**src/rtl/hit_derand_pkg.sv**
```systemverilog
package hit_derand_pkg;
  localparam int NSLOT = 4;
  localparam int IDX_W = $clog2(NSLOT);

  typedef enum logic [1:0] {CV_IDLE, CV_RUN, CV_OUT} conv_state_e;

  // strobes from control to datapath
  typedef struct packed {
    logic             capRise;
    logic             capFall;
    logic             capTmo;
    logic [IDX_W-1:0] wrIdx;
    logic [IDX_W-1:0] rdIdx;
    logic             convClr;
    logic             convInc;
    logic             outLoad;
    logic             outFromConv;
    logic             outSat;
    logic             lostInc;
  } strobe_t;
endpackage

```
**src/rtl/hit_derand_ctrl.sv**
```systemverilog
module hit_derand_ctrl
  import hit_derand_pkg::*;
#(
  parameter int TMO_W = 16
) (
  input  logic             clk,
  input  logic             rst,
  input  logic             discIn,
  input  logic             modeAmp,
  input  logic             rampCross,
  input  logic             convFull,
  input  logic             evReady,
  input  logic [TMO_W-1:0] stuckLimit,
  output strobe_t          stb,
  output logic             convBusy,
  output logic             evValid
);
  localparam logic [IDX_W:0] FULL = (IDX_W+1)'(NSLOT);

  logic             discPrev, openHit, riseEdge, fallEdge, freeSlot;
  logic [IDX_W-1:0] wrPtr, rdPtr, openIdx;
  logic [IDX_W:0]   used;
  logic [NSLOT-1:0] filled, slotAmp;
  logic [TMO_W-1:0] openCnt;
  conv_state_e      st, nxtSt;

  always_comb begin
    stb         = '0;
    nxtSt       = st;
    freeSlot    = 1'b0;
    riseEdge    = discIn & ~discPrev;
    fallEdge    = ~discIn & discPrev;
    stb.capRise = riseEdge && (used != FULL);
    stb.lostInc = riseEdge && (used == FULL);
    stb.capFall = openHit && fallEdge;
    stb.capTmo  = openHit && !fallEdge && (openCnt == stuckLimit - TMO_W'(1));
    stb.wrIdx   = stb.capRise ? wrPtr : openIdx;
    stb.rdIdx   = rdPtr;
    unique case (st)
      CV_IDLE: if (filled[rdPtr]) begin
        if (slotAmp[rdPtr]) begin
          stb.convClr = 1'b1;
          nxtSt       = CV_RUN;
        end else begin
          stb.outLoad = 1'b1;
          nxtSt       = CV_OUT;
        end
      end
      CV_RUN: if (rampCross) begin
        stb.outLoad     = 1'b1;
        stb.outFromConv = 1'b1;
        nxtSt           = CV_OUT;
      end else if (convFull) begin
        stb.outLoad     = 1'b1;
        stb.outFromConv = 1'b1;
        stb.outSat      = 1'b1;
        nxtSt           = CV_OUT;
      end else begin
        stb.convInc = 1'b1;
      end
      CV_OUT: if (evReady) begin
        freeSlot = 1'b1;
        nxtSt    = CV_IDLE;
      end
      default: nxtSt = CV_IDLE;
    endcase
  end

  always_ff @(posedge clk) begin
    if (rst) begin
      discPrev <= 1'b0;
      openHit  <= 1'b0;
      openIdx  <= '0;
      openCnt  <= '0;
      wrPtr    <= '0;
      rdPtr    <= '0;
      used     <= '0;
      filled   <= '0;
      slotAmp  <= '0;
      st       <= CV_IDLE;
    end else begin
      discPrev <= discIn;
      st       <= nxtSt;
      used     <= used + (IDX_W+1)'(stb.capRise) - (IDX_W+1)'(freeSlot);
      if (stb.capRise) begin
        wrPtr          <= wrPtr + 1'b1;
        slotAmp[wrPtr] <= modeAmp;
        openIdx        <= wrPtr;
        openCnt        <= '0;
        if (modeAmp) filled[wrPtr] <= 1'b1;
        else         openHit       <= 1'b1;
      end
      if (stb.capFall || stb.capTmo) begin
        openHit         <= 1'b0;
        filled[openIdx] <= 1'b1;
      end else if (openHit) begin
        openCnt <= openCnt + 1'b1;
      end
      if (freeSlot) begin
        filled[rdPtr] <= 1'b0;
        rdPtr         <= rdPtr + 1'b1;
      end
    end
  end

  assign convBusy = (st == CV_RUN);
  assign evValid  = (st == CV_OUT);

  a_r5_occupancy_bound: assert property (@(posedge clk) disable iff (rst)
    used <= FULL);
  a_r9_valid_hold: assert property (@(posedge clk) disable iff (rst)
    evValid && !evReady |=> evValid);
  a_r10_reset_clears: assert property (@(posedge clk)
    rst |=> (used == '0) && !evValid && !convBusy);
endmodule

```
**src/rtl/hit_derand_dp.sv**
```systemverilog
module hit_derand_dp
  import hit_derand_pkg::*;
#(
  parameter int TS_W   = 12,
  parameter int VAL_W  = 10,
  parameter int LOST_W = 8
) (
  input  logic              clk,
  input  logic              rst,
  input  strobe_t           stb,
  input  logic [TS_W-1:0]   tsIn,
  input  logic              evValid,
  input  logic              evReady,
  output logic              convFull,
  output logic [IDX_W-1:0]  evSlot,
  output logic              evMode,
  output logic [TS_W-1:0]   evRise,
  output logic [VAL_W-1:0]  evValue,
  output logic              evOvf,
  output logic [LOST_W-1:0] lostCount
);
  localparam logic [VAL_W-1:0]  VAL_MAX  = '1;
  localparam logic [LOST_W-1:0] LOST_MAX = '1;

  logic [TS_W-1:0]  riseTs [NSLOT];
  logic [VAL_W-1:0] totVal [NSLOT];
  logic [NSLOT-1:0] totOvf;
  logic [VAL_W-1:0] convCnt;
  logic [TS_W-1:0]  span;
  logic [VAL_W-1:0] spanVal;
  logic             spanSat;

  assign span = tsIn - riseTs[stb.wrIdx];

  generate
    if (TS_W > VAL_W) begin : g_sat
      assign spanSat = |span[TS_W-1:VAL_W];
      assign spanVal = spanSat ? VAL_MAX : span[VAL_W-1:0];
    end else begin : g_nosat
      assign spanSat = 1'b0;
      assign spanVal = VAL_W'(span);
    end
  endgenerate

  assign convFull = (convCnt == VAL_MAX);

  always_ff @(posedge clk) begin
    if (rst) begin
      for (int i = 0; i < NSLOT; i++) begin
        riseTs[i] <= '0;
        totVal[i] <= '0;
      end
      totOvf    <= '0;
      convCnt   <= '0;
      lostCount <= '0;
      evSlot    <= '0;
      evMode    <= 1'b0;
      evRise    <= '0;
      evValue   <= '0;
      evOvf     <= 1'b0;
    end else begin
      if (stb.capRise) riseTs[stb.wrIdx] <= tsIn;
      if (stb.capFall) begin
        totVal[stb.wrIdx] <= spanVal;
        totOvf[stb.wrIdx] <= spanSat;
      end else if (stb.capTmo) begin
        totVal[stb.wrIdx] <= VAL_MAX;
        totOvf[stb.wrIdx] <= 1'b1;
      end
      if (stb.convClr)      convCnt <= '0;
      else if (stb.convInc) convCnt <= convCnt + 1'b1;
      if (stb.lostInc && lostCount != LOST_MAX) lostCount <= lostCount + 1'b1;
      if (stb.outLoad) begin
        evSlot  <= stb.rdIdx;
        evMode  <= stb.outFromConv;
        evRise  <= riseTs[stb.rdIdx];
        evValue <= stb.outFromConv ? convCnt : totVal[stb.rdIdx];
        evOvf   <= stb.outFromConv ? stb.outSat : totOvf[stb.rdIdx];
      end
    end
  end

  a_r9_fields_stable: assert property (@(posedge clk) disable iff (rst)
    evValid && !evReady |=> $stable(evValue) && $stable(evSlot) &&
                            $stable(evRise) && $stable(evOvf) && $stable(evMode));
  a_r4_no_count_past_full: assert property (@(posedge clk) disable iff (rst)
    convFull |-> !stb.convInc);
  a_r2_close_not_with_open: assert property (@(posedge clk) disable iff (rst)
    (stb.capFall || stb.capTmo) |-> !stb.capRise);
endmodule

```
**src/rtl/hit_derandomizer.sv**
```systemverilog
module hit_derandomizer
  import hit_derand_pkg::*;
#(
  parameter int TS_W   = 12,
  parameter int VAL_W  = 10,
  parameter int LOST_W = 8,
  parameter int TMO_W  = 16
) (
  input  logic              clk,
  input  logic              rst,
  input  logic              discIn,
  input  logic              modeAmp,
  input  logic [TS_W-1:0]   tsIn,
  input  logic [TMO_W-1:0]  stuckLimit,
  input  logic              rampCross,
  output logic              convBusy,
  output logic              evValid,
  input  logic              evReady,
  output logic [1:0]        evSlot,
  output logic              evMode,
  output logic [TS_W-1:0]   evRise,
  output logic [VAL_W-1:0]  evValue,
  output logic              evOvf,
  output logic [LOST_W-1:0] lostCount
);
  strobe_t stb;
  logic    convFull;

  hit_derand_ctrl #(.TMO_W(TMO_W)) u_ctrl (
    .clk(clk), .rst(rst), .discIn(discIn), .modeAmp(modeAmp),
    .rampCross(rampCross), .convFull(convFull), .evReady(evReady),
    .stuckLimit(stuckLimit), .stb(stb), .convBusy(convBusy), .evValid(evValid)
  );

  hit_derand_dp #(.TS_W(TS_W), .VAL_W(VAL_W), .LOST_W(LOST_W)) u_dp (
    .clk(clk), .rst(rst), .stb(stb), .tsIn(tsIn), .evValid(evValid),
    .evReady(evReady), .convFull(convFull), .evSlot(evSlot), .evMode(evMode),
    .evRise(evRise), .evValue(evValue), .evOvf(evOvf), .lostCount(lostCount)
  );
endmodule

```
**config.mk**
```make
export PLATFORM = sky130hd
export DESIGN_NAME = hit_derandomizer
export DESIGN_NICKNAME = d
export VERILOG_FILES = /design/src/rtl/hit_derand_pkg.sv /design/src/rtl/hit_derand_ctrl.sv /design/src/rtl/hit_derand_dp.sv /design/src/rtl/hit_derandomizer.sv
export SDC_FILE = /design/constraint.sdc
export NUM_CORES = 1
export LEC_CHECK = 0
export BUFFER_PORTS_ARGS = -buffer_cell sky130_fd_sc_hd__buf_2
export CAP_MARGIN = 20
export CORE_UTILIZATION = 39
export DETAILED_ROUTE_END_ITERATION = 10
export GPL_TIMING_DRIVEN = 0
export SYNTH_ARGS = -nofsm -noshare
export SYNTH_HDL_FRONTEND = slang
export SYNTH_HIERARCHICAL = 1
export SYNTH_SLANG_ARGS = --single-unit
```
**constraint.sdc**
```tcl
create_clock -name clk -period 4.81 [get_ports clk]
set_clock_uncertainty 0.2 [all_clocks]
set_input_delay 0 -clock clk [delete_from_list [all_inputs] [get_ports clk]]
set_output_delay 0 -clock clk [all_outputs]
set_load 0.005 [all_outputs]
```
==> run summary, run 1 <==
run status: complete, no violations
Clock Pin Slew Worst Setup and Hold Paths: 70 ps
arrival time at the worst endpoint: 4550 ps
initial antenna violation count: 0
endpoint class of the critical path: flip-flop
Syn Inst Count: 886
number of fillers in the final layout: 2,195
measured slew at the worst slew-check pin: 953 ps
worst skew pair latency: 440 ps
CTS max path bufs: 2
global-route wire length before repair: 37.7 mm
DR DRC count: 0
Design Power: 4.06 mW
count of routing violations after the opening detailed-route iteration: 583
fraction of post-synthesis cell area in the top cell type by area: 0.280
number of enable flip-flop cells after synthesis: 88
number of top-level pins: 70
count of warnings emitted by yosys: 6
fraction of the cycle the final worst path needs: 0.957
HP Class: input pin to flip-flop
via count of the first global-routing pass: 7,006
Period minus WS final: 4600 ps
Netlist cell types: 72
DR vias/cell: 5.54
Die Height: 158 µm
final global-route overflow total: 0
core area: 23,600 µm²
via count: 7,325
Worst Hold Margin: 130 ps
Die W: 158 µm
number of port buffers: 67
post-synthesis net count: 947
cell taking the most area after synthesis: edfxtp_1
global router's overall resource usage: 0.202
pin count of the biggest net entering global routing: 18
most frequent cell after synthesis: nor2_1
H-Tree Depth: 4
Layout Area Growth over Synthesis: 16.4%
required time at the endpoint of the critical path: 4760 ps
nets@finish: 1,052
worst-path maximum fanout: 12
share of the yosys chip area belonging to registers: 0.460
synthesized area per cell: 10.7 µm²
number of diodes: 0
kind of launch point of the worst setup path: flip-flop
worst ir drop on vdd: 0.000236 V
Placed Cells incl. Taps: 1,272
global placement routability congestion: 0.820
startpoint-to-endpoint class of the critical path: flip-flop to flip-flop
sequential cell area: 4340 µm²
DIE AREA: 24,900 µm²
fraction of final layout cells with drive strength greater than 1: 0.184
count of endpoints failing hold in the final timing report: 0
Max-Slew Margin vs Limit: 0.360
post-layout instance count excluding filler cells: 1,323
Max Transition Viols Final: 0
largest cells by area after synthesis: edfxtp_1 (28%), dfxtp_1 (18%), mux4_2 (8.6%), nor2_1 (4.5%), a31oi_1 (3.8%)
starting density of the core: 0.400
wire length per cell: 18.0 µm
top flip-flop cell by instance count after synthesis: edfxtp_1
Placement Rows: 56
upper clock frequency limit: 0.217 GHz
most frequent cells after synthesis: nor2_1 (113), edfxtp_1 (88), dfxtp_1 (85), a31oi_1 (57), nand2_1 (48)
multi-input gate area in the final layout: 4630 µm²
power density cells: 369 nW/µm²
Post-DP HPWL: 16.8 mm
async set or reset register ratio after synthesis: 0
setup repair after global routing missed its margin: no
first-pass iteration count of the detailed router: 5
register bit total from synthesis: 173
area of the mapped netlist: 9450 µm²
CTS Buf Count: 17
CTS tree: built
count of antenna-violating nets left after detailed routing: 0
Final Routed Wirelength: 23.9 mm
Clk Tree Root Cell: clkbuf_16
count of endpoints failing setup in the final report: 0
CTS Sinks: 173
slack of the worst reg-to-reg path: 210 ps
static leakage power: 4.06 nW
Max-cap violations: 0
-- logic make-up after synthesis --
logic type,Yosys count,share of synthesized area
mux,69,0.123
buf+inv,107,0.0516
flops,173,0.460
compound gates,168,0.126
xor+xnor,43,0.0406
simple gates,299,0.162
fa+ha+maj,27,0.0373
-- path summary, 6_finish.rpt --
kind / start / endpoint / cells past startpoint
worst max register to register: u_ctrl/used[1] / u_dp/totVal[3][2] / 19
worst max-delay path: u_ctrl/used[1] / u_dp/totVal[3][2] / 19
worst min-delay path: stuckLimit[6] / u_ctrl/openCnt[15] / 7
worst min register to register: u_ctrl/slotAmp[1] / u_ctrl/slotAmp[1] / 2
-- cell usage in the layout (no fill, tap or decap), types with 11 or more instances in the layout --
master	count
edfxtp_1	88
nor2b_1	13
nand2_1	48
mux2i_1	30
a21oi_1	24
xor2_1	19
buf_2	73
mux4_2	36
or4_1	12
nor2_1	113
a211oi_1	11
clkbuf_16	18
xnor2_1	23
a21o_1	12
a31oi_1	57
nand3_1	29
ha_1	25
o21ai_0	12
inv_1	44
dlygate4sd3_1	19
clkbuf_1	38
dfxtp_1	85
-- metrics by stage --
step	worst slack [ps]	area, µm²	TNS [ps]	utilization
2_1_floorplan	100	9450	0	-
3_3_place_gp	-1080	10200	-45560	0.431
3_5_place_dp	-1070	10200	-44470	0.431
4_1_cts	28.6	11000	0	0.465
5_1_grt	11.4	11000	0	0.466
6_report	206	11000	0	0.466
-- layout make-up --
class                      count  area share
tap                          319      0.0363
clock buffer                  20      0.0416
buffer                        60      0.0294
clock inverter                12      0.0115
sequential                   173       0.395
timing repair buffer          88      0.0492
multi-input combinational    606       0.421
inverter                      45      0.0158
-- sequential cells by signal, summed over array words and instances, names as in the netlist, 3 cells and up --
register        count
u_ctrl/filled       4
u_ctrl/openCnt     16
u_ctrl/slotAmp      4
u_ctrl/used         3
u_dp/totVal        40
u_dp/evRise        12
u_dp/convCnt       10
u_dp/totOvf         4
u_dp/lostCount      8
u_dp/riseTs        48
u_dp/evValue       10
-- where the power goes --
part	internal [mW]	switching, mW	leakage [nW]
logic	0.387	0.579	2.17
clock network	0.760	0.629	0.285
registers	1.65	0.0532	1.60
-- critical path: stages (launching register included) --
cell and delay (ps):
dfxtp_1 400, nor2_1 70, nand2_1 120, nand2b_4 130
inv_6 130, nand2_1 60, o21ai_1 150, buf_6 140
buf_4 200, mux4_2 570, ha_1 240, fa_1 400
nor2b_1 180, o2111ai_1 170, a211oi_2 380, o2bb2ai_1 170
o22a_1 170, buf_6 160, buf_8 150, a31oi_1 110
-- per-layer routing --
metal,track usage,wire (µm),vias up
met5,0,0,-
met4,0.0624,341,0
met3,0.0328,1210,27
met2,0.340,11600,225
met1,0.264,10700,3556
li1,-,-,3517
-- timing repair --
action / 4_1_cts / 5_1_grt
hold buffers: 19 / 0
cloned: 0 / 0
pin swaps: 1 / 1
hold endpoints to repair: 77 / 0
resized for setup: 10 / 6
setup buffers: 0 / 2
endpoints found under the setup margin: 44 / 40
(Power assumes the default switching activity.)
==> run 2, diff against run 1 <==
--- a/config.mk
+++ b/config.mk
@@ -7,7 +7,7 @@
 export LEC_CHECK = 0
 export BUFFER_PORTS_ARGS = -buffer_cell sky130_fd_sc_hd__buf_2
 export CAP_MARGIN = 20
-export CORE_UTILIZATION = 39
+export CORE_UTILIZATION = 45
 export DETAILED_ROUTE_END_ITERATION = 10
 export GPL_TIMING_DRIVEN = 0
 export SYNTH_ARGS = -nofsm -noshare
==> run 2 against run 1 <==
Compared with the run above: critical path depth fell by 1; worst setup slack improved by 65 ps; first-iteration DRC count rose by 4.3%; critical endpoint is now u_dp/totVal[1][0]; via count fell by 0.42%; sequential share of layout area rose by 0.16 points; clock power rose by 3%; final area fell by 0.40%; total power rose by 0.61%; flip-flop and latch count did not move; cell count fell by 3.9%; non-clock buffer count fell by 3.
==> run summary, run 2 (synthesis results as in run 1) <==
DR vias/cell: 5.74 (+3.7%)
fraction of final layout cells with drive strength greater than 1: 0.185 (+0.000552)
run status: complete, no violations
arrival time at the worst endpoint: 4490 ps (-60 ps)
Layout Utilization: 0.536 (+0.0704)
Max-cap violations: 0 (unchanged)
biggest regs: u_dp/riseTs: 48 flops, u_dp/totVal: 40 flops, u_ctrl/openCnt: 16 flops
global placement routability congestion: 0.828 (+0.98%)
Worst Hold Margin: 127 ps (-3.60 ps)
first-pass iteration count of the detailed router: 5 (unchanged)
worst-path maximum fanout: 12 (unchanged)
count of routing violations after the opening detailed-route iteration: 608 (+4.3%)
count of endpoints failing hold in the final timing report: 0 (unchanged)
max FFs per register: 48 (unchanged)
setup repair after global routing missed its margin: no
starting density of the core: 0.463 (+0.0624)
DR DRC count: 0 (unchanged)
sequential cell area: 4340 µm² (unchanged)
number of port buffers: 67 (unchanged)
Clk Tree Root Cell: clkbuf_16
count of endpoints failing setup in the final report: 0 (unchanged)
Design Power: 4.08 mW (+0.61%)
Max Transition Viols Final: 0 (unchanged)
HP Class: input pin to flip-flop
number of top-level pins: 70 (unchanged)
Placement Rows: 52 (-7.1%)
setup TNS: 0 ps (unchanged)
H-Tree Depth: 4 (unchanged)
number of diodes: 0 (unchanged)
power density cells: 373 nW/µm² (+1.0%)
global-route track usage on met1: 0.305 (+0.0404)
CTS max path bufs: 2 (unchanged)
global router's overall resource usage: 0.226 (+0.0244)
measured slew at the worst slew-check pin: 994 ps (+41.1 ps)
Post-DP HPWL: 16.6 mm (-0.98%)
count of antenna-violating nets left after detailed routing: 0 (unchanged)
kind of launch point of the worst setup path: flip-flop
global-route wire length before repair: 37.6 mm (-0.33%)
number of fillers in the final layout: 1,873 (-15%)
most frequent standard cell in the layout excluding fill and tap cells: nor2_1
Period minus WS final: 4540 ps (-65.2 ps)
required time at the endpoint of the critical path: 4760 ps (about the same)
CTS Sinks: 173 (unchanged)
Die W: 147 µm (-6.8%)
CTS Buf Count: 17 (unchanged)
via count of the first global-routing pass: 7,025 (+0.27%)
wire length per cell: 18.6 µm (+2.8%)
Die Height: 147 µm (-6.8%)
DIE AREA: 21,600 µm² (-13%)
worst skew pair latency: 440 ps (about the same)
final global-route overflow total: 0 (unchanged)
highest-count cells in the layout ignoring fill and taps: nor2_1 (113), edfxtp_1 (88), dfxtp_1 (85)
met2 usage in global routing: 0.374 (+0.0339)
most utilized layer in the global route result: met2
endpoint class of the critical path: flip-flop
initial antenna violation count: 0 (unchanged)
Global Route met3 Usage: 0.0438 (+0.0109)
static leakage power: 4.06 nW (about the same)
Layout Area Growth over Synthesis: 15.9%
Final Routed Wirelength: 23.6 mm (-1.2%)
via count: 7,294 (-0.42%)
placed cell area: 10,100 µm² (-0.60%)
total non-filler cell area in the finished layout: 11,000 µm² (-0.40%)
upper clock frequency limit: 0.220 GHz (+1.4%)
pin count of the biggest net entering global routing: 22 (+4)
Max-Slew Margin vs Limit: 0.332 (-0.0276)
Clock Pin Slew Worst Setup and Hold Paths: 80 ps (about the same)
worst ir drop on vdd: 0.000262 V (+11%)
startpoint-to-endpoint class of the critical path: flip-flop to flip-flop
core area: 20,400 µm² (-13%)
nets@finish: 1,049 (-0.29%)
multi-input gate area in the final layout: 4630 µm² (-0.11%)
fraction of the cycle the final worst path needs: 0.944 (-0.0135)
CTS tree: built
largest reg by FF count: u_dp/riseTs
-- run 2: changes by cell type in the layout (fill, tap and decap cells not counted), moves of 2 or more --
cell,before,now
buf_4,4,1
inv_6,6,2
clkinv_8,0,7
clkbuf_1,38,36
inv_12,0,3
-- run 2: stage by stage --
stage / cells / worst slack (ps)
after floorplan: 886 / 100
after global placement: 1223 / -1010
after detailed placement: 1223 / -959
after CTS: 1271 / 49.4
after global routing: 1271 / 13.1
final: 1271 / 271
-- run 2: final cells by class --
type,instances,share of cell area
plain buffers,59,0.0286
clock buffers,17,0.0388
clock inverters,15,0.0193
inverters,45,0.0157
multi-input cells,606,0.422
flip-flops and latches,173,0.397
well taps,270,0.0308
repair buffers,86,0.0478
-- run 2: repair_timing --
item,4_1_cts,5_1_grt
endpoints found under the hold margin,70,0
endpoints found under the setup margin,44,44
hold buffers,18,0
pin swaps,0,1
gates resized for setup,8,4
cloned,0,0
buffers inserted,0,1
-- run 2: worst paths after layout --
path                            slack, ps  cells past startpoint                  to         startpoint
worst max-delay path                  270                     18   u_dp/totVal[1][0]     u_ctrl/used[1]
worst min-delay path                  130                      7  u_ctrl/openCnt[14]      stuckLimit[6]
worst max register to register        270                     18   u_dp/totVal[1][0]     u_ctrl/used[1]
worst min register to register        270                      2   u_ctrl/slotAmp[1]  u_ctrl/slotAmp[1]
-- run 2: where the power goes --
part	internal, mW	leakage (nW)	switching (mW)	total, mW
combinational	0.381	2.15	0.567	0.948
sequential	1.65	1.60	0.0548	1.70
clock	0.723	0.305	0.709	1.43
-- run 2: routing by layer --
| metal | vias to the layer above | part of all wire |
|---|---|---|
| met2 | 226 | 0.48 |
| li1 | 3493 | - |
| met1 | 3548 | 0.45 |
| met5 | - | 0 |
| met3 | 27 | 0.050 |
| met4 | 0 | 0.017 |
-- run 2: worst max-delay path: stages (launching register included) --
cell,delay (ps)
dfxtp_1,360
nor2_1,120
nand2_1,90
nand2b_2,210
inv_4,120
o21ai_0,230
buf_2,260
clkbuf_4,290
mux4_2,370
ha_1,230
fa_1,400
nor2b_1,160
o2111ai_1,160
a211oi_2,320
o2bb2ai_1,160
o22a_1,150
buf_6,160
buf_6,150
a31oi_1,110
